`config.mk`:
```
export PLATFORM = sky130hd
export DESIGN_NAME = clampgen_top
export DESIGN_NICKNAME = d
export VERILOG_FILES = /design/src/rtl/clampgen_pkg.sv /design/src/rtl/cg_sync.sv /design/src/rtl/cg_trail.sv /design/src/rtl/cg_timer.sv /design/src/rtl/clampgen_top.sv
export SDC_FILE = /design/constraint.sdc
export NUM_CORES = 1
export LEC_CHECK = 0
export BUFFER_PORTS_ARGS = -buffer_cell sky130_fd_sc_hd__buf_4
export CAP_MARGIN = 20
export CORE_ASPECT_RATIO = 0.8
export CORE_MARGIN = 3
export CORE_UTILIZATION = 35
export DETAILED_ROUTE_END_ITERATION = 7
export PLACE_DENSITY = 0.54
export SLEW_MARGIN = 20
export SYNTH_ARGS = -nofsm -noshare
export SYNTH_HDL_FRONTEND = slang
export SYNTH_SLANG_ARGS = --single-unit
```
`constraint.sdc`:
```
create_clock -name clk -period 2.2 [get_ports clk]
set_input_delay 0.66 -clock clk [delete_from_list [all_inputs] [get_ports clk]]
set_output_delay 0.66 -clock clk [all_outputs]
set_load 0.005 [all_outputs]
```
`src/rtl/clampgen_pkg.sv`:
```
package clampgen_pkg;
  typedef enum logic [1:0] {
    TS_IDLE = 2'd0,
    TS_WAIT = 2'd1,
    TS_ON   = 2'd2
  } tmr_state_e;
endpackage

```
`src/rtl/cg_sync.sv`:
```
module cg_sync #(
  parameter int W      = 1,
  parameter int STAGES = 2
) (
  input  logic         clk,
  input  logic         rst,
  input  logic [W-1:0] d,
  output logic [W-1:0] q
);
  genvar gi;
  generate
    for (gi = 0; gi < STAGES; gi++) begin : g_stg
      logic [W-1:0] r;
      if (gi == 0) begin : g_first
        always_ff @(posedge clk) begin
          if (rst) r <= '0;
          else     r <= d;
        end
      end else begin : g_next
        always_ff @(posedge clk) begin
          if (rst) r <= '0;
          else     r <= g_stg[gi-1].r;
        end
      end
    end
  endgenerate

  assign q = g_stg[STAGES-1].r;
endmodule

```
`src/rtl/cg_trail.sv`:
```
module cg_trail (
  input  logic clk,
  input  logic rst,
  input  logic lvl,
  input  logic act_high,
  output logic trail
);
  logic prev_q;

  always_ff @(posedge clk) begin
    if (rst) prev_q <= 1'b0;
    else     prev_q <= lvl;
  end

  always_comb begin
    if (act_high) trail = prev_q & ~lvl;
    else          trail = ~prev_q & lvl;
  end


  trail_level_chk: assert property (@(posedge clk) disable iff (rst)
    trail |-> (lvl != act_high));
endmodule

```
`src/rtl/cg_timer.sv`:
```
module cg_timer
  import clampgen_pkg::*;
#(
  parameter int CNT_W = 8
) (
  input  logic             clk,
  input  logic             rst,
  input  logic             trail,
  input  logic [CNT_W-1:0] place,
  input  logic [CNT_W-1:0] len,
  output logic             busy_on
);
  localparam logic [CNT_W-1:0] ONE = CNT_W'(1);

  tmr_state_e       st;
  logic [CNT_W-1:0] cnt;
  logic [CNT_W-1:0] place_eff;
  logic [CNT_W-1:0] len_eff;

  always_comb begin
    place_eff = (place == '0) ? ONE : place;
    len_eff   = (len == '0) ? ONE : len;
  end

  always_ff @(posedge clk) begin
    if (rst) begin
      st  <= TS_IDLE;
      cnt <= '0;
    end else if (trail) begin
      st  <= TS_WAIT;
      cnt <= place_eff;
    end else begin
      case (st)
        TS_WAIT: begin
          if (cnt == ONE) begin
            st  <= TS_ON;
            cnt <= len_eff;
          end else begin
            cnt <= cnt - ONE;
          end
        end
        TS_ON: begin
          if (cnt == ONE) begin
            st  <= TS_IDLE;
            cnt <= '0;
          end else begin
            cnt <= cnt - ONE;
          end
        end
        default: begin
          st  <= TS_IDLE;
          cnt <= '0;
        end
      endcase
    end
  end

  assign busy_on = (st == TS_ON);


  cnt_nonzero_chk: assert property (@(posedge clk) disable iff (rst)
    (st != TS_IDLE) |-> (cnt != '0));


  restart_chk: assert property (@(posedge clk) disable iff (rst)
    trail |=> (st == TS_WAIT && !busy_on));


  wait_step_chk: assert property (@(posedge clk) disable iff (rst)
    (st == TS_WAIT && cnt != ONE && !trail) |=>
      (st == TS_WAIT && cnt == $past(cnt) - ONE));


  on_end_chk: assert property (@(posedge clk) disable iff (rst)
    (st == TS_ON && cnt == ONE && !trail) |=> (st == TS_IDLE));
endmodule

```
`src/rtl/clampgen_top.sv`:
```
module clampgen_top #(
  parameter int CNT_W       = 8,
  parameter int SYNC_STAGES = 2
) (
  input  logic             clk,
  input  logic             rst,
  input  logic             hsync_in,
  input  logic             hs_pol_high,
  input  logic [CNT_W-1:0] clamp_place,
  input  logic [CNT_W-1:0] clamp_len,
  input  logic             ext_sel,
  input  logic             ext_clamp_in,
  input  logic             ext_pol_low,
  output logic             clamp_en
);
  localparam int SYNC_W = 2;

  logic [SYNC_W-1:0] sync_q;
  logic              trail_pulse;
  logic              tmr_on;
  logic              ext_level;

  cg_sync #(.W(SYNC_W), .STAGES(SYNC_STAGES)) u_sync (
    .clk (clk),
    .rst (rst),
    .d   ({ext_clamp_in, hsync_in}),
    .q   (sync_q)
  );

  cg_trail u_trail (
    .clk      (clk),
    .rst      (rst),
    .lvl      (sync_q[0]),
    .act_high (hs_pol_high),
    .trail    (trail_pulse)
  );

  cg_timer #(.CNT_W(CNT_W)) u_tmr (
    .clk     (clk),
    .rst     (rst),
    .trail   (trail_pulse),
    .place   (clamp_place),
    .len     (clamp_len),
    .busy_on (tmr_on)
  );

  assign ext_level = sync_q[1] ^ ext_pol_low;

  always_ff @(posedge clk) begin
    if (rst)          clamp_en <= 1'b0;
    else if (ext_sel) clamp_en <= ext_level;
    else              clamp_en <= tmr_on;
  end

  logic [1:0] warm_q;
  always_ff @(posedge clk) begin
    if (rst)                warm_q <= '0;
    else if (warm_q != 2'd3) warm_q <= warm_q + 2'd1;
  end


  ext_follow_chk: assert property (@(posedge clk) disable iff (rst)
    (warm_q == 2'd3 && $past(ext_sel)) |->
      (clamp_en == ($past(ext_clamp_in, 3) ^ $past(ext_pol_low))));


  reset_low_chk: assert property (@(posedge clk)
    $past(rst) |-> !clamp_en);
endmodule

```
==> impl_results.md, run 1 <==
* Num ports at 24
* Compound-gate portion of the synthesized area at 21.11%
* Setup Viol. Count Final at 0
* Total Power at 0.5412 mW
* DR pass1 iterations at 4
* Synth area leader: dfxtp_1
* Initial Utilization at 37.99%
* P&R area growth vs syn at 22.15%
* Max Cap Viol at 0
* Leak Pwr at 0.4610 nW
* Final instance area at about 1200 µm²
* Fin crit share at a little under nine tenths
* RD Place Congestion at slightly above 0.8
* Synth Area in XOR/XNOR at between 2 and 3%
* Synth Area in Simple Gates at 30.18%
* Final number of max-transition violations at 0
* CP Capture Type: register
* Layout Cells excl Fill at 174
* Post-CTS setup buffer count at 0
* Global-route wire length before repair at 4.119 mm
* Worst-Skew Late Latency at 0.28 ns
* Cells after Synth at 115
* Total CTS buffers at 3
* DR iter-0 viols at 38
* Post-synthesis mux area share at 1.036%
* Total GRT Usage at 15.49%
* Inst Count DP at around 170
* Post-synth EDFFs at 0
* Crit-path leading delay family: simple AND/OR/NAND/NOR gates
* Die Y at 52.99 µm
* Share of cells above drive strength 1 at 23.19%
* Clk root buf: clkbuf_4
* CP Data Arrival Time at 2.05 ns
* Top post-synthesis cells by area: dfxtp_1 (33%), ha_1 (5.2%), nand2_1 (4.3%)
* Vias in the first global route at about 910
* Skew final at 0.006171 ns
* CP startpoint kind: register
* Yosys top cell area share at between 30 and 40%
* PwrDens at 458.7 nW/µm²
* Area after DPL at 1157 µm²
* Slowest-stage cell, CP: or4b_1
* Final hold vios at 0
* Crit path cell chain: ha_1 > or4b_1 > nor2_1 > nand2_1 > a32o_1
* Synth top cells by count: dfxtp_1 (16), nand2_1 (11), nor2_1 (7)
* Post_cts resized at 0
* Post-route ant nets at 0
* Seq/Total Area, Yosys at 33.16%
* Most used flip-flop cell after synthesis: dfxtp_1
* CTS H-Tree Depth at 1
* WL final at 2.426 mm
* CP Max Fanout at 7
* Slew @ Worst Pin at 0.8010 ns
* Outcome: completed
* Yosys warns at 0
* Peak per-stage delay on the critical path at 0.56 ns
* CP bufs+invs at 0
* DR vias at between 900 and 1000
* Flop and latch count out of synthesis at 16
* Die Area at 3430 µm²
* Overflow after GRT at 0
* Peak supply drop at approximately 330 µV
* HPWL after detailed placement at 1.970 mm
* Diode count at 0
* Clock Pin Slew Worst Setup and Hold Paths at 0.09 ns
* Avg Synthesized Cell Area at 8.399 µm²
* Net Count, Synth at 142
* RSZ-0062 raised after global routing: false
* Largest net degree at the start of global routing at 14
* Synth Area in Adders at 5.181%
* Initial antenna violation count at 0
* Drt wl/cell at 13.94 µm
* Chip width at roughly 65 µm
* CTS tree: built
* Unique masters post-synth at 45
* Hold buffers post-CTS at 0
* Port buffer count at 23
* Clock sinks at 16
* Row Count at 16
* Worst Path Required at 2.38 ns
* Residual DRC count at 0
* Tmin final at 1.874 ns
* Slew HR at 46.10%
* Net count, final at 167
* Maximum clock frequency at around 0.53 GHz
* Hold/Removal Path Class: reg -> reg
* Core box area at 2542 µm²
* WS Path Type: reg -> reg
* Cell area after synthesis at roughly 970 µm²
* Asr flop ratio synth at 0%
* Via density at around 5.4
* Clock buffer depth at 2
* Setup TNS at 0 ns
* Most common cell in the synthesized netlist: dfxtp_1
* Largest family of logic cells by synthesized area: simple AND/OR/NAND/NOR gates
## sequential cells by signal, indices dropped and copies added, names as in the netlist
name	flops
u_tmr.cnt	8
u_sync.q	2
u_sync.g_stg.r	2
u_trail.prev_q	1
u_tmr.st	2
clamp_en	1
## worst paths after layout
path | startpoint | to | slack [ns] | cells past startpoint
min | u_sync.g_stg[0].r[1] | u_sync.q[1] | 0.44 | 1
max | u_tmr.cnt[0] | u_tmr.cnt[0] | 0.33 | 5
min reg2reg | u_sync.g_stg[0].r[1] | u_sync.q[1] | 0.44 | 1
max reg2reg | u_tmr.cnt[0] | u_tmr.cnt[0] | 0.33 | 5
## metrics by stage
stage,hold WS (ns),util [%],setup WS (ns)
6_report,0.4421,46.41,0.3264
3_3_place_gp,0.4143,45.52,0.3681
4_1_cts,0.4483,46.41,0.3404
3_5_place_dp,0.4264,45.52,0.3493
5_1_grt,0.4576,46.41,0.1534
2_1_floorplan,0.4138,-,0.4421
## routing by layer
layer	track usage, %	vias up	wire (µm)
met2	25.47	29	1098
met1	20.08	433	1156
met5	0	-	0
met4	1.053	0	9
li1	-	473	-
met3	5.945	2	162
## cells by family (layout without fill, tap and decap cells)
logic type | after synthesis | after routing
AO/OA/AOI/OAI | 29 | 29
XOR/XNOR | 3 | 3
adder cells (fa/ha/maj) | 4 | 4
buffers and inverters | 11 | 34
flip-flops | 16 | 16
multiplexers | 1 | 1
AND/OR/NAND/NOR | 51 | 51
## cell type report
type	count	area, µm²
Timing Repair Buffer	25	187.7
Tap cell	36	45.04
Multi-Input combinational cell	88	581.8
Sequential cell	16	320.3
Fill cell	268	1363
Clock buffer	3	22.52
Inverter	6	22.52
## cells in the final DEF (no fill, tap or decap), types with 5 or more instances in the layout
master | synthesis | routed
buf_4 | 1 | 25
inv_1 | 6 | 6
nor2b_1 | 5 | 5
nand2_1 | 11 | 11
a21oi_1 | 6 | 6
nor2_1 | 7 | 7
nor4_1 | 6 | 6
dfxtp_1 | 16 | 16
## where the power goes
part / internal [mW] / switching, mW / total (mW)
clock: 0.0634 / 0.0866 / 0.150
sequential: 0.297 / 0.00567 / 0.303
combinational: 0.0498 / 0.0385 / 0.0884
Note: power is estimated with default switching activity, not from simulation.
==> run 2, diff against run 1 <==
==> constraint.sdc (replaced) <==
create_clock -name clk -period 2 [get_ports clk]
set_input_delay 0.6 -clock clk [delete_from_list [all_inputs] [get_ports clk]]
set_output_delay 0.6 -clock clk [all_outputs]
set_load 0.005 [all_outputs]
==> run 2 against run 1 <==
Against the previous run:
- non-clock buffer count is 2 higher
- critical path depth stayed put
- largest power group unchanged
- first-iteration DRC count is 24% lower
- highest routed layer unchanged
==> impl_results.md, run 2 (same netlist as run 1, synthesis figures left out) <==
* Crit path cell chain: ha_1 > or4b_4 > o2bb2ai_1 > a22oi_1 > a22o_1
* Clock Pin Slew Worst Setup and Hold Paths at 0.09 ns (about the same)
* Port buffer count at 23 (unchanged)
* Global-route wire length before repair at 4.098 mm (-0.51%)
* RD Place Congestion at 0.7912 (-1.9%)
* Row Count at 16 (unchanged)
* Worst-Skew Late Latency at 0.28 ns (about the same)
* Grt peak-use layer: met2
* Hold Path Sink: u_sync.q[1]
* Drt wl/cell at 13.52 µm (-3.0%)
* Post-route ant nets at 0 (unchanged)
* Net count, final at 169 (+1.2%)
* Reg2reg setup slack at 0.16 ns (-0.17 ns)
* DR vias at 933 (-0.43%)
* CP bufs+invs at 0 (unchanged)
* WL final at 2.380 mm (-1.9%)
* Skew final at 0.0007196 ns (-0.005451 ns)
* CTS tree: built
* Via density at 5.301 (-1.6%)
* Layout fillers at 271 (+1.1%)
* Initial Utilization at 37.99% (unchanged)
* Peak supply drop at 318.2 µV (-3.5%)
* CP Capture Type: register
* CP startpoint kind: register
* Setup TNS at 0 ns (unchanged)
* P&R area growth vs syn at 24.35%
* Final hold vios at 0 (unchanged)
* Vias in the first global route at 913 (+0.77%)
* RSZ-0062 raised after global routing: false
* HPWL after detailed placement at 1.943 mm (-1.4%)
* Most frequent cells in the layout: buf_4 (27), dfxtp_1 (16), nand2_1 (11)
* Hold/Removal Path Class: reg -> reg
* Grt met3 use at 4.459% (-1.5 points)
* Max Cap Viol at 0 (unchanged)
* Peak per-stage delay on the critical path at 0.53 ns (-0.03 ns)
* DR iter-0 viols at 29 (-24%)
* Diode count at 0 (unchanged)
* Met2 usage in global routing at 24.79% (-0.68 points)
* RR Startpoint: u_tmr.cnt[0]
* Largest register FFs at 8 (unchanged)
* Maximum clock frequency at 0.5430 GHz (+1.7%)
* Slowest-stage cell, CP: or4b_4
* Fin crit share at 92.08% (+6.9 points)
* Largest net degree at the start of global routing at 14 (unchanged)
* Tmin final at 1.842 ns (-0.03187 ns)
* Area after DPL at 1172 µm² (+1.3%)
* Post-CTS setup buffer count at 0 (unchanged)
* Total CTS buffers at 3 (unchanged)
* Core box area at 2542 µm² (unchanged)
* Slew HR at 72.64% (+27 points)
* Chip width at 64.74 µm (unchanged)
* DR pass1 iterations at 4 (unchanged)
* Worst Path Required at 2.19 ns (-0.19 ns)
* Register with the most flip-flops: u_tmr.cnt
* PwrDens at 499.5 nW/µm² (+8.9%)
* CP Max Fanout at 7 (unchanged)
* CTS H-Tree Depth at 1 (unchanged)
* Leak Pwr at 0.4730 nW (+2.6%)
* Clock sinks at 16 (unchanged)
* Total GRT Usage at 15.71% (+0.21 points)
* Crit-path leading delay family: compound AO/OA/AOI/OAI gates
* Setup Viol. Count Final at 0 (unchanged)
* Die Y at 52.99 µm (unchanged)
* Clk root buf: clkbuf_4
* Met1 usage at 21.71% (+1.6 points)
* Most common cell after layout, fill and taps aside: buf_4
* HP Start: u_sync.g_stg[0].r[1]
* Hold path cells at 1 (unchanged)
* Residual DRC count at 0 (unchanged)
* R2R depth at 5 (unchanged)
* Final number of max-transition violations at 0 (unchanged)
* Final instance area at 1201 µm² (+1.8%)
* Die Area at 3430 µm² (unchanged)
* Slew @ Worst Pin at 0.4066 ns (-0.3944 ns)
* Reg2Reg Capture Point: u_tmr.cnt[7]
* WS Path Type: reg -> reg
* CP Data Arrival Time at 2.03 ns (-0.02 ns)
* Clock buffer depth at 2 (unchanged)
* Num ports at 24 (unchanged)
* Overflow after GRT at 0 (unchanged)
* Initial antenna violation count at 0 (unchanged)
* Outcome: completed
* Share of cells above drive strength 1 at 25.71% (+2.5 points)
## run 2: worst max path at each step
stage | start | end | slack, ns | cells after the start
finish | u_tmr.cnt[0] | u_tmr.cnt[7] | 0.16 | 5
global route | u_tmr.cnt[0] | u_tmr.cnt[4] | 0.05 | 5
CTS | u_tmr.cnt[0] | u_tmr.cnt[4] | 0.12 | 5
detailed placement | u_tmr.cnt[0] | u_tmr.cnt[0] | 0.13 | 5
global placement | u_tmr.cnt[0] | u_tmr.cnt[4] | 0.20 | 5
floorplan | u_tmr.cnt[0] | u_tmr.cnt[4] | 0.27 | 6
## run 2: power by group
group	internal [mW]	switching [mW]	leakage (nW)	total [mW]
clock	0.0700	0.0973	0.0138	0.167
combinational	0.0571	0.0425	0.329	0.0996
sequential	0.327	0.00618	0.130	0.333
## run 2: final cells by class
class / instances / area, µm² / share of cell area (%)
tap: 36 / 45.04 / 3.750
inverter: 6 / 22.52 / 1.875
sequential: 16 / 320.3 / 26.67
clock buffer: 3 / 22.52 / 1.875
timing repair buffer: 27 / 202.7 / 16.87
multi-input combinational: 88 / 588.1 / 48.96
## run 2: repair_timing
| action | CTS | global route |
|---|---|---|
| resized for setup | 0 | 2 |
| hold buffers | 0 | 0 |
| endpoints found under the setup margin | 0 | 2 |
## run 2: stage by stage
step / utilization [%] / hold slack (ns) / setup slack (ns) / instances / power, mW
4_1_cts: 47.00 / 0.4488 / 0.1206 / 176 / 0.6059
2_1_floorplan: - / 0.4138 / 0.2655 / 115 / 0.3869
6_report: 47.24 / 0.4426 / 0.1583 / 176 / 0.6000
3_5_place_dp: 46.11 / 0.4277 / 0.1346 / 173 / 0.4392
5_1_grt: 47.24 / 0.4664 / 0.05038 / 176 / 0.6313
3_3_place_gp: 46.11 / 0.4155 / 0.1979 / 173 / 0.4385
## run 2: routing by layer
| layer | up-vias | part of all wire (%) |
|---|---|---|
| met5 | - | 0 |
| met4 | 0 | 0.29 |
| met3 | 2 | 4.3 |
| met2 | 19 | 44 |
| met1 | 438 | 51 |
| li1 | 474 | - |
